--- src/rtl/rmw_pkg.sv ---
package rmw_pkg;
  typedef enum logic [1:0] {
    OP_CAS  = 2'd0,
    OP_CAS2 = 2'd1,
    OP_TAS  = 2'd2,
    OP_ALT  = 2'd3
  } op_e;

  typedef enum logic [1:0] {
    SZ_B = 2'd0,
    SZ_W = 2'd1,
    SZ_L = 2'd2,
    SZ_X = 2'd3
  } size_e;

  typedef struct packed {
    logic n;
    logic z;
    logic v;
    logic c;
  } ccr_t;
endpackage

--- src/rtl/rmw_size_mask.sv ---
module rmw_size_mask #(
  parameter int DW = 32
) (
  input  logic [1:0]    size,
  input  logic [DW-1:0] din,
  output logic [DW-1:0] dout
);
  always_comb begin
    case (size)
      2'd0:    dout = {{(DW-8){1'b0}}, din[7:0]};
      2'd1:    dout = {{(DW-16){1'b0}}, din[15:0]};
      default: dout = din;
    endcase
  end
endmodule

--- src/rtl/rmw_flag_calc.sv ---
module rmw_flag_calc
  import rmw_pkg::*;
#(
  parameter int DW = 32
) (
  input  logic [1:0]    size,
  input  logic [DW-1:0] dest,
  input  logic [DW-1:0] src,
  output ccr_t          flags
);
  logic [DW:0]   wide;
  logic [DW-1:0] diff;
  logic          d_top, s_top, r_top;

  // operands arrive zero-extended from the size, so the top bit is the borrow
  assign wide = {1'b0, dest} - {1'b0, src};

  rmw_size_mask #(.DW(DW)) u_trim (
    .size (size),
    .din  (wide[DW-1:0]),
    .dout (diff)
  );

  always_comb begin
    case (size)
      2'd0: begin
        d_top = dest[7];
        s_top = src[7];
        r_top = diff[7];
      end
      2'd1: begin
        d_top = dest[15];
        s_top = src[15];
        r_top = diff[15];
      end
      default: begin
        d_top = dest[DW-1];
        s_top = src[DW-1];
        r_top = diff[DW-1];
      end
    endcase
    flags.n = r_top;
    flags.z = (diff == '0);
    flags.v = (d_top ^ s_top) & (r_top ^ d_top);
    flags.c = wide[DW];
  end
endmodule

--- src/rtl/rmw_atomic_seq.sv ---
module rmw_atomic_seq
  import rmw_pkg::*;
#(
  parameter int AW = 16,
  parameter int DW = 32
) (
  input  logic          clk,
  input  logic          rst,
  input  logic          cmd_valid,
  output logic          cmd_ready,
  input  logic [1:0]    cmd_op,
  input  logic [1:0]    cmd_size,
  input  logic [AW-1:0] cmd_addr0,
  input  logic [AW-1:0] cmd_addr1,
  input  logic [DW-1:0] cmd_cmp0,
  input  logic [DW-1:0] cmd_cmp1,
  input  logic [DW-1:0] cmd_upd0,
  input  logic [DW-1:0] cmd_upd1,
  output logic          bus_req,
  output logic          bus_we,
  output logic          bus_lock,
  output logic [1:0]    bus_size,
  output logic [AW-1:0] bus_addr,
  output logic [DW-1:0] bus_wdata,
  input  logic [DW-1:0] bus_rdata,
  input  logic          bus_ack,
  output logic          done,
  output logic [3:0]    res_ccr,
  output logic [1:0]    res_load,
  output logic [DW-1:0] res_val0,
  output logic [DW-1:0] res_val1
);
  localparam int NOPS = 2;
  localparam logic [DW-1:0] SET_BIT7 = {{(DW-8){1'b0}}, 8'h80};

  typedef enum logic [2:0] {
    ST_IDLE, ST_LOCK, ST_RD0, ST_RD1, ST_EVAL, ST_WR0, ST_WR1, ST_FIN
  } st_e;

  st_e           st;
  logic [1:0]    op_q, sz_q, sz_in;
  logic [AW-1:0] a_q   [NOPS];
  logic [DW-1:0] c_q   [NOPS];
  logic [DW-1:0] u_q   [NOPS];
  logic [DW-1:0] m_q   [NOPS];
  logic [DW-1:0] cmp_in[NOPS];
  logic [DW-1:0] upd_in[NOPS];
  logic [DW-1:0] cmp_m [NOPS];
  logic [DW-1:0] upd_m [NOPS];
  ccr_t          fl    [NOPS];
  logic [DW-1:0] rd_m;
  ccr_t          ccr_q;

  assign sz_in     = (cmd_op == OP_TAS) ? 2'd0 : cmd_size;
  assign cmp_in[0] = cmd_cmp0;
  assign cmp_in[1] = cmd_cmp1;
  assign upd_in[0] = cmd_upd0;
  assign upd_in[1] = cmd_upd1;

  for (genvar g = 0; g < NOPS; g++) begin : g_opnd
    rmw_size_mask #(.DW(DW)) u_cmp (.size(sz_in), .din(cmp_in[g]), .dout(cmp_m[g]));
    rmw_size_mask #(.DW(DW)) u_upd (.size(sz_in), .din(upd_in[g]), .dout(upd_m[g]));
    rmw_flag_calc #(.DW(DW)) u_flg (.size(sz_q), .dest(m_q[g]), .src(c_q[g]), .flags(fl[g]));
  end

  rmw_size_mask #(.DW(DW)) u_rd (.size(sz_q), .din(bus_rdata), .dout(rd_m));

  always_ff @(posedge clk) begin
    if (rst) begin
      st       <= ST_IDLE;
      op_q     <= '0;
      sz_q     <= '0;
      ccr_q    <= '0;
      res_load <= '0;
      res_val0 <= '0;
      res_val1 <= '0;
      for (int i = 0; i < NOPS; i++) begin
        a_q[i] <= '0;
        c_q[i] <= '0;
        u_q[i] <= '0;
        m_q[i] <= '0;
      end
    end else begin
      case (st)
        ST_IDLE: if (cmd_valid) begin
          op_q   <= cmd_op;
          sz_q   <= sz_in;
          a_q[0] <= cmd_addr0;
          a_q[1] <= cmd_addr1;
          c_q[0] <= (cmd_op == OP_TAS) ? '0 : cmp_m[0];
          c_q[1] <= cmp_m[1];
          u_q[0] <= upd_m[0];
          u_q[1] <= upd_m[1];
          st     <= ST_LOCK;
        end
        ST_LOCK: st <= ST_RD0;
        ST_RD0: if (bus_ack) begin
          m_q[0] <= rd_m;
          st     <= (op_q == OP_CAS2) ? ST_RD1 : ST_EVAL;
        end
        ST_RD1: if (bus_ack) begin
          m_q[1] <= rd_m;
          st     <= ST_EVAL;
        end
        ST_EVAL: begin
          ccr_q    <= (op_q == OP_CAS2 && fl[0].z) ? fl[1] : fl[0];
          res_val0 <= m_q[0];
          res_val1 <= m_q[1];
          if (op_q == OP_TAS) begin
            res_load <= 2'b00;
            st       <= ST_WR0;
          end else if (op_q == OP_CAS2) begin
            res_load <= (fl[0].z && fl[1].z) ? 2'b00 : 2'b11;
            st       <= (fl[0].z && fl[1].z) ? ST_WR0 : ST_FIN;
          end else begin
            res_load <= fl[0].z ? 2'b00 : 2'b01;
            st       <= fl[0].z ? ST_WR0 : ST_FIN;
          end
        end
        ST_WR0: if (bus_ack) st <= (op_q == OP_CAS2) ? ST_WR1 : ST_FIN;
        ST_WR1: if (bus_ack) st <= ST_FIN;
        ST_FIN: st <= ST_IDLE;
        default: st <= ST_IDLE;
      endcase
    end
  end

  assign cmd_ready = (st == ST_IDLE);
  assign bus_req   = (st == ST_RD0) || (st == ST_RD1) || (st == ST_WR0) || (st == ST_WR1);
  assign bus_we    = (st == ST_WR0) || (st == ST_WR1);
  assign bus_lock  = (st != ST_IDLE) && (st != ST_FIN);
  assign bus_addr  = ((st == ST_RD1) || (st == ST_WR1)) ? a_q[1] : a_q[0];
  assign bus_size  = sz_q;
  assign done      = (st == ST_FIN);
  assign res_ccr   = ccr_q;

  always_comb begin
    if (st == ST_WR1)          bus_wdata = u_q[1];
    else if (op_q == OP_TAS)   bus_wdata = m_q[0] | SET_BIT7;
    else                       bus_wdata = u_q[0];
  end
endmodule

--- config.mk ---
export PLATFORM = sky130hd
export DESIGN_NAME = rmw_atomic_seq
export DESIGN_NICKNAME = d
export VERILOG_FILES = /design/src/rtl/rmw_pkg.sv /design/src/rtl/rmw_size_mask.sv /design/src/rtl/rmw_flag_calc.sv /design/src/rtl/rmw_atomic_seq.sv
export SDC_FILE = /design/constraint.sdc
export NUM_CORES = 1
export LEC_CHECK = 0
export BUFFER_PORTS_ARGS = -buffer_cell sky130_fd_sc_hd__buf_2
export CAP_MARGIN = 20
export CORE_ASPECT_RATIO = 1.4
export CORE_MARGIN = 3
export CORE_UTILIZATION = 37
export CTS_BUF_LIST = sky130_fd_sc_hd__clkbuf_8 sky130_fd_sc_hd__clkbuf_16
export DETAILED_ROUTE_END_ITERATION = 10
export GPL_ROUTABILITY_DRIVEN = 0
export PLACE_DENSITY_LB_ADDON = 0.12
export SYNTH_ARGS = -nofsm -noshare
export SYNTH_HDL_FRONTEND = slang
export SYNTH_HIERARCHICAL = 1
export SYNTH_SLANG_ARGS = --single-unit
export TNS_END_PERCENT = 5
--- constraint.sdc ---
create_clock -name clk -period 4.8 [get_ports clk]
set_input_delay 0.48 -clock clk [delete_from_list [all_inputs] [get_ports clk]]
set_output_delay 0.48 -clock clk [all_outputs]
set_load 0.02 [all_outputs]
[Word-level counts from Yosys, hierarchy flattened]
Memory sizes are Yosys's and may differ from the RTL's.
Cells that the tools add are included.
Storage, ports and cells
  bits in registers: 77
  RAM bits: 224
  bits of input ports: 200
  output and inout port bits: 125
  word-level logic and storage cells: 120
  memories: 4
Memory list
  c_q: depth 2, bits a word 32, rd ports 2, clocked after memory_dff 0, wr ports 2, RTL line rmw_atomic_seq.sv:43  | logic [DW-1:0] c_q [NOPS];
  m_q: depth 2, bits a word 32, rd ports 2, clocked after memory_dff 0, wr ports 2, RTL line rmw_atomic_seq.sv:45  | logic [DW-1:0] m_q [NOPS];
  u_q: depth 2, bits a word 32, rd ports 2, clocked after memory_dff 0, wr ports 2, RTL line rmw_atomic_seq.sv:44  | logic [DW-1:0] u_q [NOPS];
  a_q: depth 2, bits a word 16, rd ports 2, clocked after memory_dff 0, wr ports 2, RTL line rmw_atomic_seq.sv:42  | logic [AW-1:0] a_q [NOPS];
Operators by class
  add/sub/neg operators: 2
  equal/unequal tests: 18
  multiplexer cells: 56
  bitwise gates (word level): 14
  reductions and logical operators: 16
Operators with widths (count)
  32-bit one-hot mux with 2 select lines: 7
  32-bit 2-to-1 mux: 9
  32-bit by 32-bit subtractor with 33-bit output: 2
  32-bit logical NOT: 2
  16-bit 2-to-1 mux: 3
  3-bit one-hot mux with 8 select lines: 1
  3-bit 2-to-1 mux: 6
  2-bit 2-to-1 mux: 8
  1-bit 2-to-1 mux: 15
  3-bit equality test (second input constant): 4
  1-bit one-hot mux with 2 select lines: 6
  2-bit != test (second input constant): 5
  1-bit bitwise OR: 8
  2-bit by 1-bit equality test with 1-bit output (second input constant): 3
  3-bit by 2-bit equality test with 1-bit output (second input constant): 2
  1-bit logical OR: 5
  5-bit AND reduction: 1
  2-bit equality test (second input constant): 2
  2-bit logical NOT: 2
  4-bit 2-to-1 mux: 1
  1-bit bitwise XOR: 4
  3-bit by 1-bit equality test with 1-bit output (second input constant): 1
  1-bit logical AND: 3
  3-bit logical NOT: 1
  4 further kinds: 5

[Logic depth before layout (Yosys ltp)]
An unclocked memory read counts as a cell.
  depth after elaboration: 9
  depth in mapped cells: 18
  depth with buffers taken out: 17

[By module]
Netlist, hierarchy kept.
By module, submodules not included
  rmw_atomic_seq: times used 1, cells each 938, area an instance 11851.4 µm², seq. area each 8267.9 µm²
  rmw_flag_calc at g_opnd[1].u_flg: times used 1, cells each 324, area an instance 2148.3 µm², seq. area each 0.0 µm²
  rmw_flag_calc at g_opnd[0].u_flg: times used 1, cells each 303, area an instance 2058.2 µm², seq. area each 0.0 µm²
  rmw_size_mask: times used 7, cells each 35, area an instance 251.5 µm², seq. area each 0.0 µm²

[Least setup slack after synthesis]
No wires, ideal clock.
  path kind: reg-to-reg
  start: register st[0]
  end: memory a_q[0][0], enable pin
  setup time: 0.512 ns
  data arrival time: 4.078 ns
  data required time: 4.288 ns
  path slack: 0.210 ns
  stages on the path, launching flop included: 5
  path buffers: 1
  period minus slack after synthesis: 4.590 ns
  cells stage by stage: dfxtp_1 > buf_6 > nor3_4 > a21oi_1 > inv_1
RTL lines
  start: declaration: RTL line rmw_atomic_seq.sv:40  | st_e st;
  start signal: assignment: RTL line rmw_atomic_seq.sv:99  | st <= (op_q == OP_CAS2) ? ST_RD1 : ST_EVAL;
  start signal: assignment: RTL line rmw_atomic_seq.sv:114  | st <= (fl[0].z && fl[1].z) ? ST_WR0 : ST_FIN;
  start signal: assignment: RTL line rmw_atomic_seq.sv:117  | st <= fl[0].z ? ST_WR0 : ST_FIN;
  end: declaration: RTL line rmw_atomic_seq.sv:42

==> results_tabular.tex <==
\begin{tabular}{lr}
\hline
Metric & Value \\
\hline
\multicolumn{2}{l}{\textbf{Route}} \\
\quad Vias & 13532 \\
\quad Final routed wirelength across all metal layers & 52100 um \\
\quad First-pass iteration count of the detailed router & 5 \\
\quad Detailed-route DRC error count & 0 \\
\quad DR iter-0 viols & 727 \\
\quad Mean number of vias per cell & 5.06 \\
\quad Remaining antenna violation count & 0 \\
\quad Routed wirelength normalized by instance count & 19.5 um \\
\multicolumn{2}{l}{\textbf{Setup path}} \\
\quad Setup Crit Path Kind & flip-flop to flip-flop \\
\quad Startpoint of the most critical register-to-register path & m\_q[0][0]\$\_DFFE\_PP\_ \\
\quad Worst-path cell chain & inv\_1 > ha\_1 > fa\_1 > nor2b\_1 > o2111a\_1 > o21ai\_1 > a21oi\_2 > a21oi\_1 > o31ai\_1 > xor2\_1 > and2\_2 > nor4\_1 > nand4\_1 > nor2\_1 > o21ai\_0 > a311o\_1 > a21o\_1 \\
\quad RR Endpoint & st[1]\$\_SDFFE\_PP0P\_ \\
\quad Slowest stage cell on the critical path & fa\_1 \\
\quad Crit path largest cell delay & 420 ps \\
\quad CP Data Arrival Time & 4810 ps \\
\quad Setup slack on the worst flop-to-flop path & 410 ps \\
\quad Buffers and inverters on the worst path & 1 \\
\quad Worst path depth & 17 \\
\quad Capturing element of the worst setup path & st[1]\$\_SDFFE\_PP0P\_ \\
\quad Startpoint kind of the worst setup timing path & flip-flop \\
\quad Required time at the endpoint of the critical path & 5220 ps \\
\quad Critical Path Start & m\_q[0][0]\$\_DFFE\_PP\_ \\
\quad CP max FO & 6 \\
\quad Critical Path Sink Type & flip-flop \\
\quad Crit-path leading delay family & compound AO/OA/AOI/OAI gates \\
\quad Cell depth of the worst flop-to-flop path & 17 \\
\multicolumn{2}{l}{\textbf{Synthesis}} \\
\quad Number of nets in the synthesized netlist & 2076 \\
\quad Yosys reg bits & 301 \\
\quad Number of distinct library cell variants in the gate-level netlist after synthesis & 86 \\
\quad Cell accounting for the most synthesized area & edfxtp\_1 \\
\quad Synthesized cell area & 17800 um\^{}2 \\
\quad Main flop type after synthesis & edfxtp\_1 \\
\quad Syn Inst Count & 1810 \\
\quad Leading cell types by total area after synthesis & edfxtp\_1, and2\_1, dfxtp\_1 \\
\quad Fraction of synthesized cell area taken by the top area cell type & 37.8\% \\
\quad Number of enable flip-flop cells after synthesis & 224 \\
\quad Sequential element share of the synthesized area & 46.4\% \\
\quad Async SR Flop Fraction & 0\% \\
\quad Yosys warning total & 6 \\
\quad Synthesized area divided by synthesized cell count & 9.84 um\^{}2 \\
\multicolumn{2}{l}{\textbf{CTS}} \\
\quad H-tree levels & 2 \\
\quad TritonCTS clock tree & done \\
\quad Clock slew at the register clock pins of the worst setup and hold paths & 70 ps \\
\quad Number of buffers created by CTS & 34 \\
\quad Skew-Pair Late Insertion Delay & 520 ps \\
\quad Clock sink count & 301 \\
\quad Clock tree root driver cell & clkbuf\_16 \\
\quad Maximum clock path buffer count & 3 \\
\quad Total setup buffers inserted after CTS & 0 \\
\multicolumn{2}{l}{\textbf{Place}} \\
\quad Count of input and output buffers & 324 \\
\quad Post-DP Area & 19300 um\^{}2 \\
\quad Detail Placement HPWL & 38800 um \\
\multicolumn{2}{l}{\textbf{Status}} \\
\quad Outcome & completed \\
\multicolumn{2}{l}{\textbf{Worst hold path}} \\
\quad Type of the tightest min-delay check & input pin to flip-flop \\
\quad Worst min-delay path startpoint & cmd\_op[0] \\
\multicolumn{2}{l}{\textbf{Floorplan}} \\
\quad Standard-cell rows & 94 \\
\quad DIE AREA & 50900 um\^{}2 \\
\quad I/O pin count & 325 \\
\quad Die boundary width & 191 um \\
\quad Chip Height & 266 um \\
\quad Std-Cell Core Area & 47300 um\^{}2 \\
\quad Initial Util & 37.7\% \\
\multicolumn{2}{l}{\textbf{Global route}} \\
\quad First-pass GRT wire length & 79900 um \\
\quad Number of global-route vias before repair & 13996 \\
\quad Largest net degree at the start of global routing & 96 \\
\quad Total routing usage reported by global routing & 20.1\% \\
\quad Initial antenna violation count & 1 \\
\quad Remaining global-route overflow & 0 \\
\multicolumn{2}{l}{\textbf{Timing}} \\
\quad Slew margin rel. & 32.4\% \\
\quad Fin crit period & 4390 ps \\
\quad F\_max & 228 MHz \\
\quad Transition time at the pin with the least slew margin & 1010 ps \\
\quad Unrepaired setup endpoints after global routing & no \\
\quad Pins Over Slew Limit & 0 \\
\quad Worst clock skew & 14.4 ps \\
\quad Hold violation total from the final report & 0 \\
\quad Ratio of final minimum period to clock period & 91.5\% \\
\quad Post-Route Hold Slack & 219 ps \\
\quad Final Setup Violations & 0 \\
\quad Summed negative setup slack over all endpoints & 0 ps \\
\multicolumn{2}{l}{\textbf{Layout}} \\
\quad Footprint of the multi-input gates & 8170 um\^{}2 \\
\quad Proportion of layout cells with a drive suffix above 1 & 22.8\% \\
\quad Post-route core utilization & 43.1\% \\
\quad Commonest non-fill, non-tap cell in the layout & buf\_2 \\
\quad Commonest non-fill, non-tap cells in the layout & buf\_2, and2\_1, nand2\_1 \\
\quad Final-stage net count & 2288 \\
\quad Post-Layout Inst Area & 20400 um\^{}2 \\
\quad Sequential cell area & 8270 um\^{}2 \\
\quad Final-layout fill cell count & 4744 \\
\quad Layout area overhead & 14.3\% \\
\multicolumn{2}{l}{\textbf{Power and ir drop}} \\
\quad Total design power & 0.00722 W \\
\quad Peak supply drop & 0.192 mV \\
\quad Leakage power summed over all cells & 8.77 nW \\
\quad Total power per unit cell area & 354 nW/um\^{}2 \\
\multicolumn{2}{l}{\textbf{Flow run}} \\
\quad Max cap viols & 0 \\
\hline
\end{tabular}
==> state kept, by name, indices dropped and copies added (netlist names) <==
register and cells:
res_val0 32, res_ccr 4, a_q 32, st 3, res_val1 32, res_load 2, bus_size 2, m_q 64
op_q 2, u_q 64, c_q 64
==> how the worst min path moves through the flow <==
stage / end / slack (ps) / cells after the start
3_5_place_dp: res_val0[25]$_SDFFE_PP0N_ / 440 / 2
4_1_cts: op_q[0]$_SDFFE_PP0P_ / 200 / 2
6_report: op_q[0]$_SDFFE_PP0P_ / 220 / 2
3_3_place_gp: res_val1[14]$_SDFFE_PP0N_ / 440 / 2
2_1_floorplan: op_q[0]$_SDFFE_PP0P_ / 480 / 1
5_1_grt: op_q[1]$_SDFFE_PP0P_ / 200 / 2
==> cell type report <==
class | instances | area share, %
clock inverter | 25 | 0.639
inverter | 87 | 1.63
antenna | 3 | 0.0369
sequential | 301 | 40.6
timing repair buffer | 339 | 8.58
tap | 624 | 3.83
clock buffer | 37 | 4.55
multi-input combinational | 1259 | 40.1
==> stage by stage <==
step | worst slack, ps | cells
after floorplan | 210 | 1810
after global placement | 493 | 2610
after detailed placement | 394 | 2610
after CTS | 365 | 2672
after global routing | 62.3 | 2673
final | 410 | 2675
==> synth_stat cells, drive strengths merged (7+ instances only) <==
master and n:
a211oi 10, a21boi 7, a21o 25, a21oi 127
a31oi 9, and2 286, and3 38, buf 134
clkbuf 29, dfxtp 77, edfxtp 224, ha 64
inv 87, mux2 16, mux2i 35, nand2 230
nand2b 11, nand3 19, nand4 13, nor2 45
nor2b 13, nor3 19, nor4 17, o211ai 7
o21a 69, o21ai 75, xnor2 29, xor2 24
==> repair_timing <==
item                                    CTS  global route
resized for setup                         0             2
hold buffers                              0             0
endpoints found under the setup margin    0             1
==> power breakdown <==
| part | switching, W | internal [W] | total [W] |
|---|---|---|---|
| Sequential | 0.0000959 | 0.00301 | 0.00311 |
| Clock | 0.00110 | 0.00140 | 0.00250 |
| Combinational | 0.000975 | 0.000631 | 0.00161 |
==> routing by layer <==
metal	GRT usage, %	part of all wire, %
met3	2.90	4.0
met5	0	0
met4	6.51	3.2
met1	25.4	43
met2	35.4	50
==> cells by family after synthesis <==
group / Yosys count / share of synthesized area (%)
flip-flops: 301 / 46.4
AND/OR/NAND/NOR: 704 / 21.0
AO/OA/AOI/OAI: 383 / 14.2
adder cells (fa/ha/maj): 66 / 4.72
multiplexers: 53 / 3.23
XOR/XNOR: 53 / 2.61
buffers and inverters: 250 / 7.85
No activity file was read; power rests on OpenSTA's default activity.
